--- config.mk ---
export PLATFORM = sky130hd
export DESIGN_NAME = flp_burst_gen
export DESIGN_NICKNAME = d
export VERILOG_FILES = /design/src/rtl/flp_burst_gen.sv
export SDC_FILE = /design/constraint.sdc
export NUM_CORES = 1
export LEC_CHECK = 0
export BUFFER_PORTS_ARGS = -buffer_cell sky130_fd_sc_hd__clkbuf_2
export CAP_MARGIN = 10
export CORE_ASPECT_RATIO = 1.2
export CORE_MARGIN = 4
export CORE_UTILIZATION = 60
export DETAILED_ROUTE_END_ITERATION = 12
export PLACE_DENSITY_LB_ADDON = 0.3
export SLEW_MARGIN = 20
export SYNTH_ARGS = -nofsm -noshare
export SYNTH_HDL_FRONTEND = slang
export SYNTH_SLANG_ARGS = --single-unit
--- constraint.sdc ---
create_clock -name clk -period 8.5 [get_ports clk]
set_input_delay 1.275 -clock clk [delete_from_list [all_inputs] [get_ports clk]]
set_output_delay 1.275 -clock clk [all_outputs]
set_load 0.1 [all_outputs]
--- src/rtl/flp_burst_gen.sv ---
module flp_burst_gen #(
  parameter longint unsigned CLK_HZ     = 25_000_000,
  parameter longint unsigned PULSE_NS   = 100,
  parameter longint unsigned SPACING_NS = 125_000,
  parameter longint unsigned DATA_NS    = 62_000,
  parameter longint unsigned PERIOD_NS  = 16_000_000,
  parameter int unsigned     WORD_BITS  = 16
) (
  input  logic                 clk,
  input  logic                 rst_n,
  input  logic                 en,
  input  logic                 burst_mode,
  input  logic [WORD_BITS-1:0] code_word,
  output logic                 pulse_out,
  output logic                 burst_done
);

  function automatic int unsigned ns2cyc(longint unsigned ns);
    longint unsigned c;
    c = (CLK_HZ * ns + 64'd500_000_000) / 64'd1_000_000_000;
    return (c == 0) ? 1 : int'(c);
  endfunction

  localparam int unsigned PW_C  = ns2cyc(PULSE_NS);
  localparam int unsigned SP_C  = ns2cyc(SPACING_NS);
  localparam int unsigned DO_C  = ns2cyc(DATA_NS);
  localparam int unsigned PER_C = ns2cyc(PERIOD_NS);
  localparam int unsigned NCLK  = WORD_BITS + 1;
  localparam int unsigned TW    = $clog2(PER_C);
  localparam int unsigned SW    = $clog2(SP_C);
  localparam int unsigned IW    = $clog2(NCLK + 1);
  localparam int unsigned PCW   = $clog2(PW_C + 1);

  logic [TW-1:0]        tick;
  logic [SW-1:0]        spos;
  logic [IW-1:0]        sidx;
  logic [PCW-1:0]       pcnt;
  logic [WORD_BITS-1:0] word_q, word_eff, word_sh;
  logic                 mode_q, mode_eff, run_q, last_q, done_q;
  logic                 go, at0, in_burst, clk_go, dat_go, sgl_go, start, final_go;

  wire [31:0] pulse_cyc = PW_C;

  assign go       = en && (run_q || pcnt == '0);
  assign at0      = go && tick == '0;
  assign mode_eff = at0 ? burst_mode : mode_q;
  assign word_eff = at0 ? code_word : word_q;
  assign word_sh  = word_eff >> sidx;
  assign in_burst = sidx < IW'(NCLK);
  assign clk_go   = go && mode_eff && in_burst && spos == '0;
  assign dat_go   = go && mode_eff && (sidx < IW'(NCLK - 1)) && spos == SW'(DO_C) && word_sh[0];
  assign sgl_go   = at0 && !burst_mode;
  assign start    = clk_go || dat_go || sgl_go;
  assign final_go = sgl_go || (clk_go && sidx == IW'(NCLK - 1));

  always_ff @(posedge clk or negedge rst_n) begin
    if (!rst_n) begin
      tick <= '0;
      spos <= '0;
      sidx <= '0;
    end else if (!go) begin
      tick <= '0;
      spos <= '0;
      sidx <= '0;
    end else if (tick == TW'(PER_C - 1)) begin
      tick <= '0;
      spos <= '0;
      sidx <= '0;
    end else begin
      tick <= tick + 1'b1;
      if (in_burst) begin
        if (spos == SW'(SP_C - 1)) begin
          spos <= '0;
          sidx <= sidx + 1'b1;
        end else begin
          spos <= spos + 1'b1;
        end
      end
    end
  end

  always_ff @(posedge clk or negedge rst_n) begin
    if (!rst_n) begin
      word_q <= '0;
      mode_q <= 1'b0;
      run_q  <= 1'b0;
      pcnt   <= '0;
      last_q <= 1'b0;
      done_q <= 1'b0;
    end else begin
      run_q <= go;
      if (at0) begin
        word_q <= code_word;
        mode_q <= burst_mode;
      end
      if (start) begin
        pcnt   <= PCW'(PW_C);
        last_q <= final_go;
      end else if (pcnt != '0) begin
        pcnt <= pcnt - 1'b1;
      end
      done_q <= (pcnt == PCW'(1)) && last_q && !start;
    end
  end

  assign pulse_out  = pcnt != '0;
  assign burst_done = done_q;

endmodule


# Word-level counts from Yosys, hierarchy flattened

Index checks and enable logic that the tools add are counted.

Register bits after elaboration: 58
Input port bits: 20
Output and inout bits: 2
Logic and storage cells: 61

Add/sub/neg operators: 4
Order comparisons: 2
Equal/unequal tests: 7
Shift operators: 1
Muxes and demuxes: 14
Reductions and logical operators: 24

Operators by type and width:

| kind                  | number |
|---|---|
| $mux 12               | 4 |
| $mux 19               | 2 |
| $mux 5                | 4 |
| $add 19x1->19 const B | 1 |
| $eq 19x19->1 const B  | 1 |
| $logic_not 19->1      | 1 |
| $mux 16               | 1 |
| $shr 16x5->1          | 1 |
| $add 12x1->12 const B | 1 |
| $eq 12x11->1 const B  | 1 |
| $eq 12x12->1 const B  | 1 |
| $logic_and 1x1->1     | 12 |
| $logic_not 12->1      | 1 |
| $lt 5x5->1 const B    | 2 |
| $ne 3x1->1 const B    | 2 |
| $add 5x1->5 const B   | 1 |
| $eq 5x5->1 const B    | 1 |
| $logic_or 1x1->1      | 4 |
| $mux 2                | 2 |
| $reduce_bool 2->1     | 2 |
| $eq 2x1->1 const B    | 1 |
| $logic_not 1->1       | 2 |
| $logic_not 2->1       | 1 |
| $reduce_and 2->1      | 1 |
| other kinds (2)       | 2 |

# Logic depth before layout (Yosys ltp)

Gate-level depths: netlist (run 1).

Word-level depth: 13
Gate-level depth with buffers: 10
Depth with buffers taken out: 9

# Least setup slack after synthesis (run 1)

Ideal clock, no wire load.

Path kind: input-to-reg
Start: input port en
End: register pcnt[0]
Data arrival time: 3.000 ns
Required time: 8.369 ns
Path slack: 5.369 ns
Stages: 8
Buffers on the path: 1
Cells stage by stage: o21a_4 nand4_2 nor2_2 buf_6 mux4_1 a22oi_2 a211oi_2 or3_1

Cells in the longest elaborated chain, start to end: 10
Elaborated cells on any way between the ends: 16

RTL lines:

| item                                                            | line | text |
|---|---|---|
| start, declared                                                 | 11   | `input logic en,` |
| $logic_and 1x1->1 (*)                                           | 44   | `assign go = en && (run_q \|\| pcnt == '0);` |
| parallel branches: the longest is 7 deep, another holds $mux 16 | -    |  |
| $logic_or 1x1->1 (*)                                            | 53   | `assign start = clk_go \|\| dat_go \|\| sgl_go;` |
| $mux 2 / $reduce_bool 2->1 (equally long branches)              | -    |  |
| end signal, assigned                                            | 97   | `pcnt <= PCW'(PW_C);` |
| end signal, assigned                                            | 100  | `pcnt <= pcnt - 1'b1;` |
| end, declared                                                   | 37   | `logic [PCW-1:0] pcnt;` |

Mark *: on every way between the ends.
A chain may end at the register's enable or synchronous reset.

# Worst setup path after layout (run 1)

Start: input port en
End: register pcnt[0]

Cells in the longest elaborated chain, start to end: 10
Elaborated cells on any way between the ends: 16

RTL lines:

| item                                                            | line | text |
|---|---|---|
| $logic_and 1x1->1 (*)                                           | 44   |  |
| via go                                                          | 40   | `logic go, at0, in_burst, clk_go, dat_go, sgl_go, start, final_go;` |
| parallel branches: the longest is 7 deep, another holds $mux 16 | -    |  |
| $logic_or 1x1->1 (*)                                            | 53   |  |
| $mux 2 / $reduce_bool 2->1 (equally long branches)              | -    |  |

Mark *: on every way through the listed nets, which the timed path passes.

==> results.yml, run 1 <==
setup_path:
  crit_chain: "clkbuf_2 -> o21a_4 -> nand4_2 -> nor2_2 -> mux4_1 -> o2111ai_1 -> a211oi_2 -> or3_1"
  slowest_delay_ps: 690
  end_kind: "flip-flop"
  cp_max_fo: 21
  worstSetupStartpointType: "primary input"
  crit_slowest_cell: "nor2_2"
  arrival_ps: 3680
  critPathKind: "primary input to flip-flop"
  worstPathRequired_ps: 8700
clock_network:
  clockBufferDepth: 2
  cts.clk_slew.worst_paths_ps: 60
  clkSinkCount: 58
  cts_htree_levels: 3
  root_buffer: "clkbuf_8"
  cts_setup_buffers: 0
  cts_made_buffers: 9
  hold_buffers: 0
  cts_tree: "yes"
  clk_latency_ps: 320
  cts_resized: 0
placed_design:
  dpl.cell_count: 422
  post-dp-hpwl_um: 4520
  place.gp.congestion: 0.841
  io_buffer_count: 21
synthesis:
  synthesis.nets: 379
  ys_ff_latch: 58
  yosys_warnings: 0
  synth_cells: 350
  avgSynthCellArea_um2: 9.27
  synth_area_um2: 3240
  ys.flop_type: "dfrtp_1"
  synth_edf_count: 0
  yosysUniqueCellTypes: 51
  ys_seq_area_frac: 0.448
  ys_async_sr_fraction: 1.00
detailed_routing:
  drcViolationCount: 0
  wl_met1_um: 2850
  route.met2.wl_um: 3000
  dr.pass1.iters: 5
  met3WireLength_um: 214
  ant_nets: 0
  vias: 2522
  viasPerCell: 5.81
  wl_per_cell_um: 14.2
  drt_iter0_drc: 152
  highest_layer: "met4"
  wl_um: 6180
run_status:
  outcome: "finished clean"
power_and_ir_drop:
  peakVddDrop_uv: 156
  powerDensity_nw_per_um2: 234
  p_leak_nw: 1.56
finish:
  n_antenna_cell: 0
  fin_util: 0.676
  stdcell_count: 434
  fin_nets: 400
  drive_gt1_frac: 0.129
  syn_to_final_growth_pct: 9.68
sta:
  setup_tns_ps: 0
  period_minus_slack_ps: 3480
  slew_headroom: 0.423
  clock.fmax_mhz: 287
  final_hold_viol_count: 0
  finalCritPeriodShare: 0.410
  rsz0062_at_grt: "false"
  final.setup_skew_ps: 7.98
  tightest_slew_ps: 858
  setup_viol: 0
  finalMaxSlewViolations: 0
floorplanning:
  dieArea_um2: 6650
  rows: 29
  chipHeight_um: 88.5
  io-pin-count: 22
  start_util: 0.616
  die_width_um: 75.1
  core-area_um2: 5260
global_routing:
  gr-usage-all-layers: 0.210
  grt_pass1_vias: 2482
  grt_overflow: 0
  grt_max_degree: 59
  antenna_found_initial: 0
  grt_pass1_wl_um: 10800
hold_path:
  hold_class: "flip-flop to flip-flop"
run:
  maxCapViolCount: 0
[layout make-up]
cell class	count	area (um^2)
inverters	20	75.1
clock buffers	12	165
well taps	62	77.6
fillers	397	1700
repair buffers	23	120
flip-flops and latches	58	1450
multi-input cells	259	1670
[worst paths after layout]
kind | slack (ps) | to | start | depth (start not counted)
min in group asynchronous | 1090 | tick[8]$_DFF_PN0_ | rst_n | 2
max | 5020 | pcnt[0]$_DFFE_PN0P_ | en | 8
min | 460 | word_q[0]$_DFF_PN0_ | word_q[0]$_DFF_PN0_ | 2
min reg2reg | 460 | word_q[0]$_DFF_PN0_ | word_q[0]$_DFF_PN0_ | 2
max in group asynchronous | 6940 | spos[5]$_DFFE_PN0P_ | rst_n | 2
max reg2reg | 5150 | pcnt[0]$_DFFE_PN0P_ | tick[0]$_DFF_PN0_ | 9
[cell families after synthesis]
kind of cell	after synthesis	synth area share
and+or+nand+nor	167	0.247
DFF	58	0.448
AOI/OAI and AO/OA	52	0.114
buffers and inverters	33	0.0448
xor gates and xnor gates	24	0.0648
adders and majority gates	9	0.0347
muxes	7	0.0471
[placed cells by master (no fill, tap or decap), types with 3 or more instances in the layout]
cell / Yosys / routed
clkbuf_8: 0 / 12
nand4_1: 8 / 8
nand3_1: 16 / 16
xor2_1: 11 / 11
nor4_1: 3 / 3
nor2_1: 47 / 47
nand2_1: 55 / 55
nor3_1: 9 / 9
a21oi_1: 12 / 12
clkbuf_2: 0 / 21
dfrtp_1: 58 / 58
o21ai_0: 18 / 18
mux4_1: 5 / 5
xnor2_1: 13 / 13
and2_1: 5 / 5
ha_1: 9 / 9
and3_1: 7 / 7
inv_1: 19 / 19
or3_1: 7 / 7
[cell usage after synthesis (3+ instances only)]
library cell,instances,share of area
dfrtp_1,58,0.45
nand2_1,55,0.064
nor2_1,47,0.054
inv_1,19,0.022
o21ai_0,18,0.028
nand3_1,16,0.025
xnor2_1,13,0.035
a21oi_1,12,0.019
xor2_1,11,0.030
ha_1,9,0.035
nor3_1,9,0.014
clkbuf_1,8,0.0093
nand4_1,8,0.015
and3_1,7,0.014
or3_1,7,0.014
and2_1,5,0.0096
mux4_1,5,0.041
nor4_1,3,0.0058
[worst max-delay path, delay by kind of cell]
kind	cells	cell delay [ps]
AOI/OAI and AO/OA	3	500
buffers and inverters	1	90
muxes	1	650
and+or+nand+nor	3	1170
[per-stage QoR]
stage	hold slack (ps)	cell area (um^2)	total power (W)	worst slack, ps
detailed placement	452	3380	0.000623	4650
global placement	443	3380	0.000616	4730
global route	493	3560	0.000892	4840
CTS	466	3550	0.000841	5010
floorplan	431	3240	0.000570	5370
finish	462	3560	0.000834	5020
[registers in the layout, summed over array words and instances (netlist names)]
signal	cells
pcnt	2
burst_done	1
spos	12
sidx	5
last_q	1
run_q	1
mode_q	1
word_q	16
tick	19
[metal layers]
metal,track usage,vias up
met5,0,-
met4,0.0906,0
met3,0.0398,13
met2,0.345,50
met1,0.270,1207
li1,-,1252
[where the power goes]
| group | switching, W | leakage (nW) | internal [W] |
|---|---|---|---|
| combinational | 0.000157 | 0.700 | 0.000102 |
| sequential | 0.0000290 | 0.776 | 0.000330 |
| clock | 0.0000929 | 0.0863 | 0.000123 |
No activity file was read; power rests on OpenSTA's default activity.
==> run 2, diff against run 1 <==
--- a/config.mk
+++ b/config.mk
@@ -5,6 +5,7 @@
 export SDC_FILE = /design/constraint.sdc
 export NUM_CORES = 1
 export LEC_CHECK = 0
+export ABC_AREA = 1
 export BUFFER_PORTS_ARGS = -buffer_cell sky130_fd_sc_hd__clkbuf_2
 export CAP_MARGIN = 10
 export CORE_ASPECT_RATIO = 1.2
==> constraint.sdc (replaced) <==
create_clock -name clk -period 3.6 [get_ports clk]
set_input_delay 0.54 -clock clk [delete_from_list [all_inputs] [get_ports clk]]
set_output_delay 0.54 -clock clk [all_outputs]
set_load 0.1 [all_outputs]
==> run 2 against run 1 <==
  * Die area up 5.4%
  * Register-to-register slack worse by 4100 ps
  * Utilization up 3.1 points
  * Critical path type is now flip-flop to flip-flop
  * Critical endpoint is now spos[5]$_DFFE_PN0P_
  * Clock power rose to 3.1 times the previous value
  * Via count up 13%
==> results.yml, run 2 <==
synthesis:
  synth_area_um2: 3440
  yosysTopAreaCellShare: 0.422
  ys.flop_type: "dfrtp_1"
  yosysUniqueCellTypes: 41
  synth.top_cells.by_count: "nand2_1, inv_1, dfrtp_1"
  synth.most_common_cell: "nand2_1"
  ys_async_sr_fraction: 1.00
  synthesis.nets: 451
  yosys_warnings: 0
  ys_seq_area_frac: 0.422
  synthTopCellsByArea: "dfrtp_1, nand2_1, inv_1"
  synth_edf_count: 0
  avgSynthCellArea_um2: 8.14
  synth_cells: 422
  ys_ff_latch: 58
  synth_top_area_cell: "dfrtp_1"
setup_path:
  r2r_end: "spos[5]$_DFFE_PN0P_"
  regToRegSetupSlack_ps: 1090
  crit_family: "simple AND/OR/NAND/NOR gates"
  rr_startpoint: "pcnt[0]$_DFFE_PN0P_"
  end_kind: "flip-flop"
  critPathKind: "flip-flop to flip-flop"
  cp.depth: 12
  worstPathRequired_ps: 3840
  cp_max_fo: 13
  critical_path.most_common_cell: "inv_1"
  crit_slowest_cell: "dfrtp_1"
  critPathLaunch: "pcnt[0]$_DFFE_PN0P_"
  reg2regPathDepth: 12
  slowest_delay_ps: 390
  crit_buf_inv: 5
  worstSetupStartpointType: "flip-flop"
  critPathCapture: "spos[5]$_DFFE_PN0P_"
  crit_chain: "inv_1 -> ha_1 -> o21ai_4 -> inv_1 -> nand2_2 -> inv_2 -> nand2_4 -> inv_4 -> nor2_4 -> inv_1 -> o21ai_0 -> a21oi_1"
  arrival_ps: 2750
placed_design:
  pre_cts_ws_ps: 1150
  io_buffer_count: 21
  post-dp-hpwl_um: 5360
  place.gp.congestion: 0.895
run_status:
  outcome: "finished clean"
sta:
  hold_slack_ps: 189
  final.setup_skew_ps: 8.46
  tightest_slew_ps: 631
  finalMaxSlewViolations: 0
  clock.fmax_mhz: 398
  setup_viol: 0
  setup_tns_ps: 0
  final_hold_viol_count: 0
  rsz0062_at_grt: "false"
  slew_headroom: 0.579
  layout_setup_ws_ps: 1090
  finalCritPeriodShare: 0.698
  period_minus_slack_ps: 2510
finish:
  fin_util: 0.707
  top_regs: "tick: 19 flops, word_q: 16 flops, spos: 12 flops"
  final_common_cell: "nand2_1"
  largest_reg_flops: 19
  fillers: 422
  most-common-layout-cells: "nand2_1, inv_1, dfrtp_1"
  fin_nets: 481
  n_antenna_cell: 0
  top_register: "tick"
  syn_to_final_growth_pct: 11.3
  drive_gt1_frac: 0.184
clock_network:
  cts_htree_levels: 3
  cts_resized: 0
  cts_made_buffers: 9
  cts_tree: "yes"
  cts.clk_slew.worst_paths_ps: 70
  clkSinkCount: 58
  hold_buffers: 0
  clockBufferDepth: 2
  root_buffer: "clkbuf_8"
  clk_latency_ps: 350
  cts_setup_buffers: 0
detailed_routing:
  drt_iter0_drc: 162
  vias: 2849
  drcViolationCount: 0
  dr.pass1.iters: 5
  ant_nets: 0
  wl_per_cell_um: 13.9
  viasPerCell: 5.49
  wl_um: 7230
global_routing:
  grt_max_degree: 36
  gr-usage-all-layers: 0.224
  grt_overflow: 0
  grt_pass1_wl_um: 12600
  grt_pass1_vias: 2819
  antenna_found_initial: 0
hold_path:
  hold_class: "primary input to async pin"
floorplanning:
  dieArea_um2: 7010
  io-pin-count: 22
  rows: 29
  core-area_um2: 5410
  chipHeight_um: 90.9
  start_util: 0.636
  die_width_um: 77.1
run:
  maxCapViolCount: 0
power_and_ir_drop:
  p_leak_nw: 1.84
  powerDensity_nw_per_um2: 616
  finalPower_w: 0.00235
  peakVddDrop_uv: 385
==> run 2: cell count changes after synthesis, moves of 10 or more <==
cell,before,now
inv_1,19,62
nand2_1,55,74
nand3_1,16,38
nand4_1,8,22
o21ai_0,18,8
xnor2_1,13,3
==> run 2: cell families after synthesis <==
family                   count (synthesis)  share of synthesized area
AND/OR/NAND/NOR                        237                      0.373
buffers and inverters                   70                     0.0797
flip-flops                              58                      0.422
AO/OA/AOI/OAI                           38                     0.0670
XOR/XNOR                                10                     0.0255
adder cells (fa/ha/maj)                  9                     0.0328
==> run 2: layer usage <==
metal	global-route usage	routed length (um)	vias up
met5	0	0	-
met4	0.101	151	0
met3	0.0579	390	13
met2	0.371	3580	96
met1	0.274	3100	1314
li1	-	-	1426
==> run 2: layout make-up <==
type	count	area, um^2	share of cell area
clock buffer	11	141	0.0370
sequential	58	1450	0.379
clock inverter	5	77.6	0.0203
inverter	67	254	0.0664
timing repair buffer	22	113	0.0294
multi-input combinational	294	1710	0.447
tap	62	77.6	0.0203
==> run 2: how the worst min path moves through the flow <==
stage / from / end / slack (ps) / cells past startpoint
floorplan: rst_n / burst_done$_DFF_PN0_ / 240 / 0
global placement: word_q[5]$_DFF_PN0_ / word_q[5]$_DFF_PN0_ / 450 / 2
detailed placement: word_q[8]$_DFF_PN0_ / word_q[8]$_DFF_PN0_ / 460 / 2
CTS: rst_n / word_q[8]$_DFF_PN0_ / 190 / 1
global route: rst_n / word_q[8]$_DFF_PN0_ / 230 / 1
finish: rst_n / word_q[8]$_DFF_PN0_ / 190 / 1
==> run 2: power breakdown <==
part / internal [W] / switching (W) / total (W)
registers: 0.000779 / 0.0000642 / 0.000843
logic: 0.000277 / 0.000559 / 0.000836
clock network: 0.000406 / 0.000269 / 0.000675
total: 0.00146 / 0.000893 / 0.00235
==> run 2: per-stage QoR <==
| stage | instances | area, um^2 |
|---|---|---|
| final | 519 | 3820 |
| after detailed placement | 503 | 3610 |
| after CTS | 519 | 3820 |
| after global routing | 519 | 3820 |
| after floorplan | 422 | 3440 |
| after global placement | 503 | 3610 |
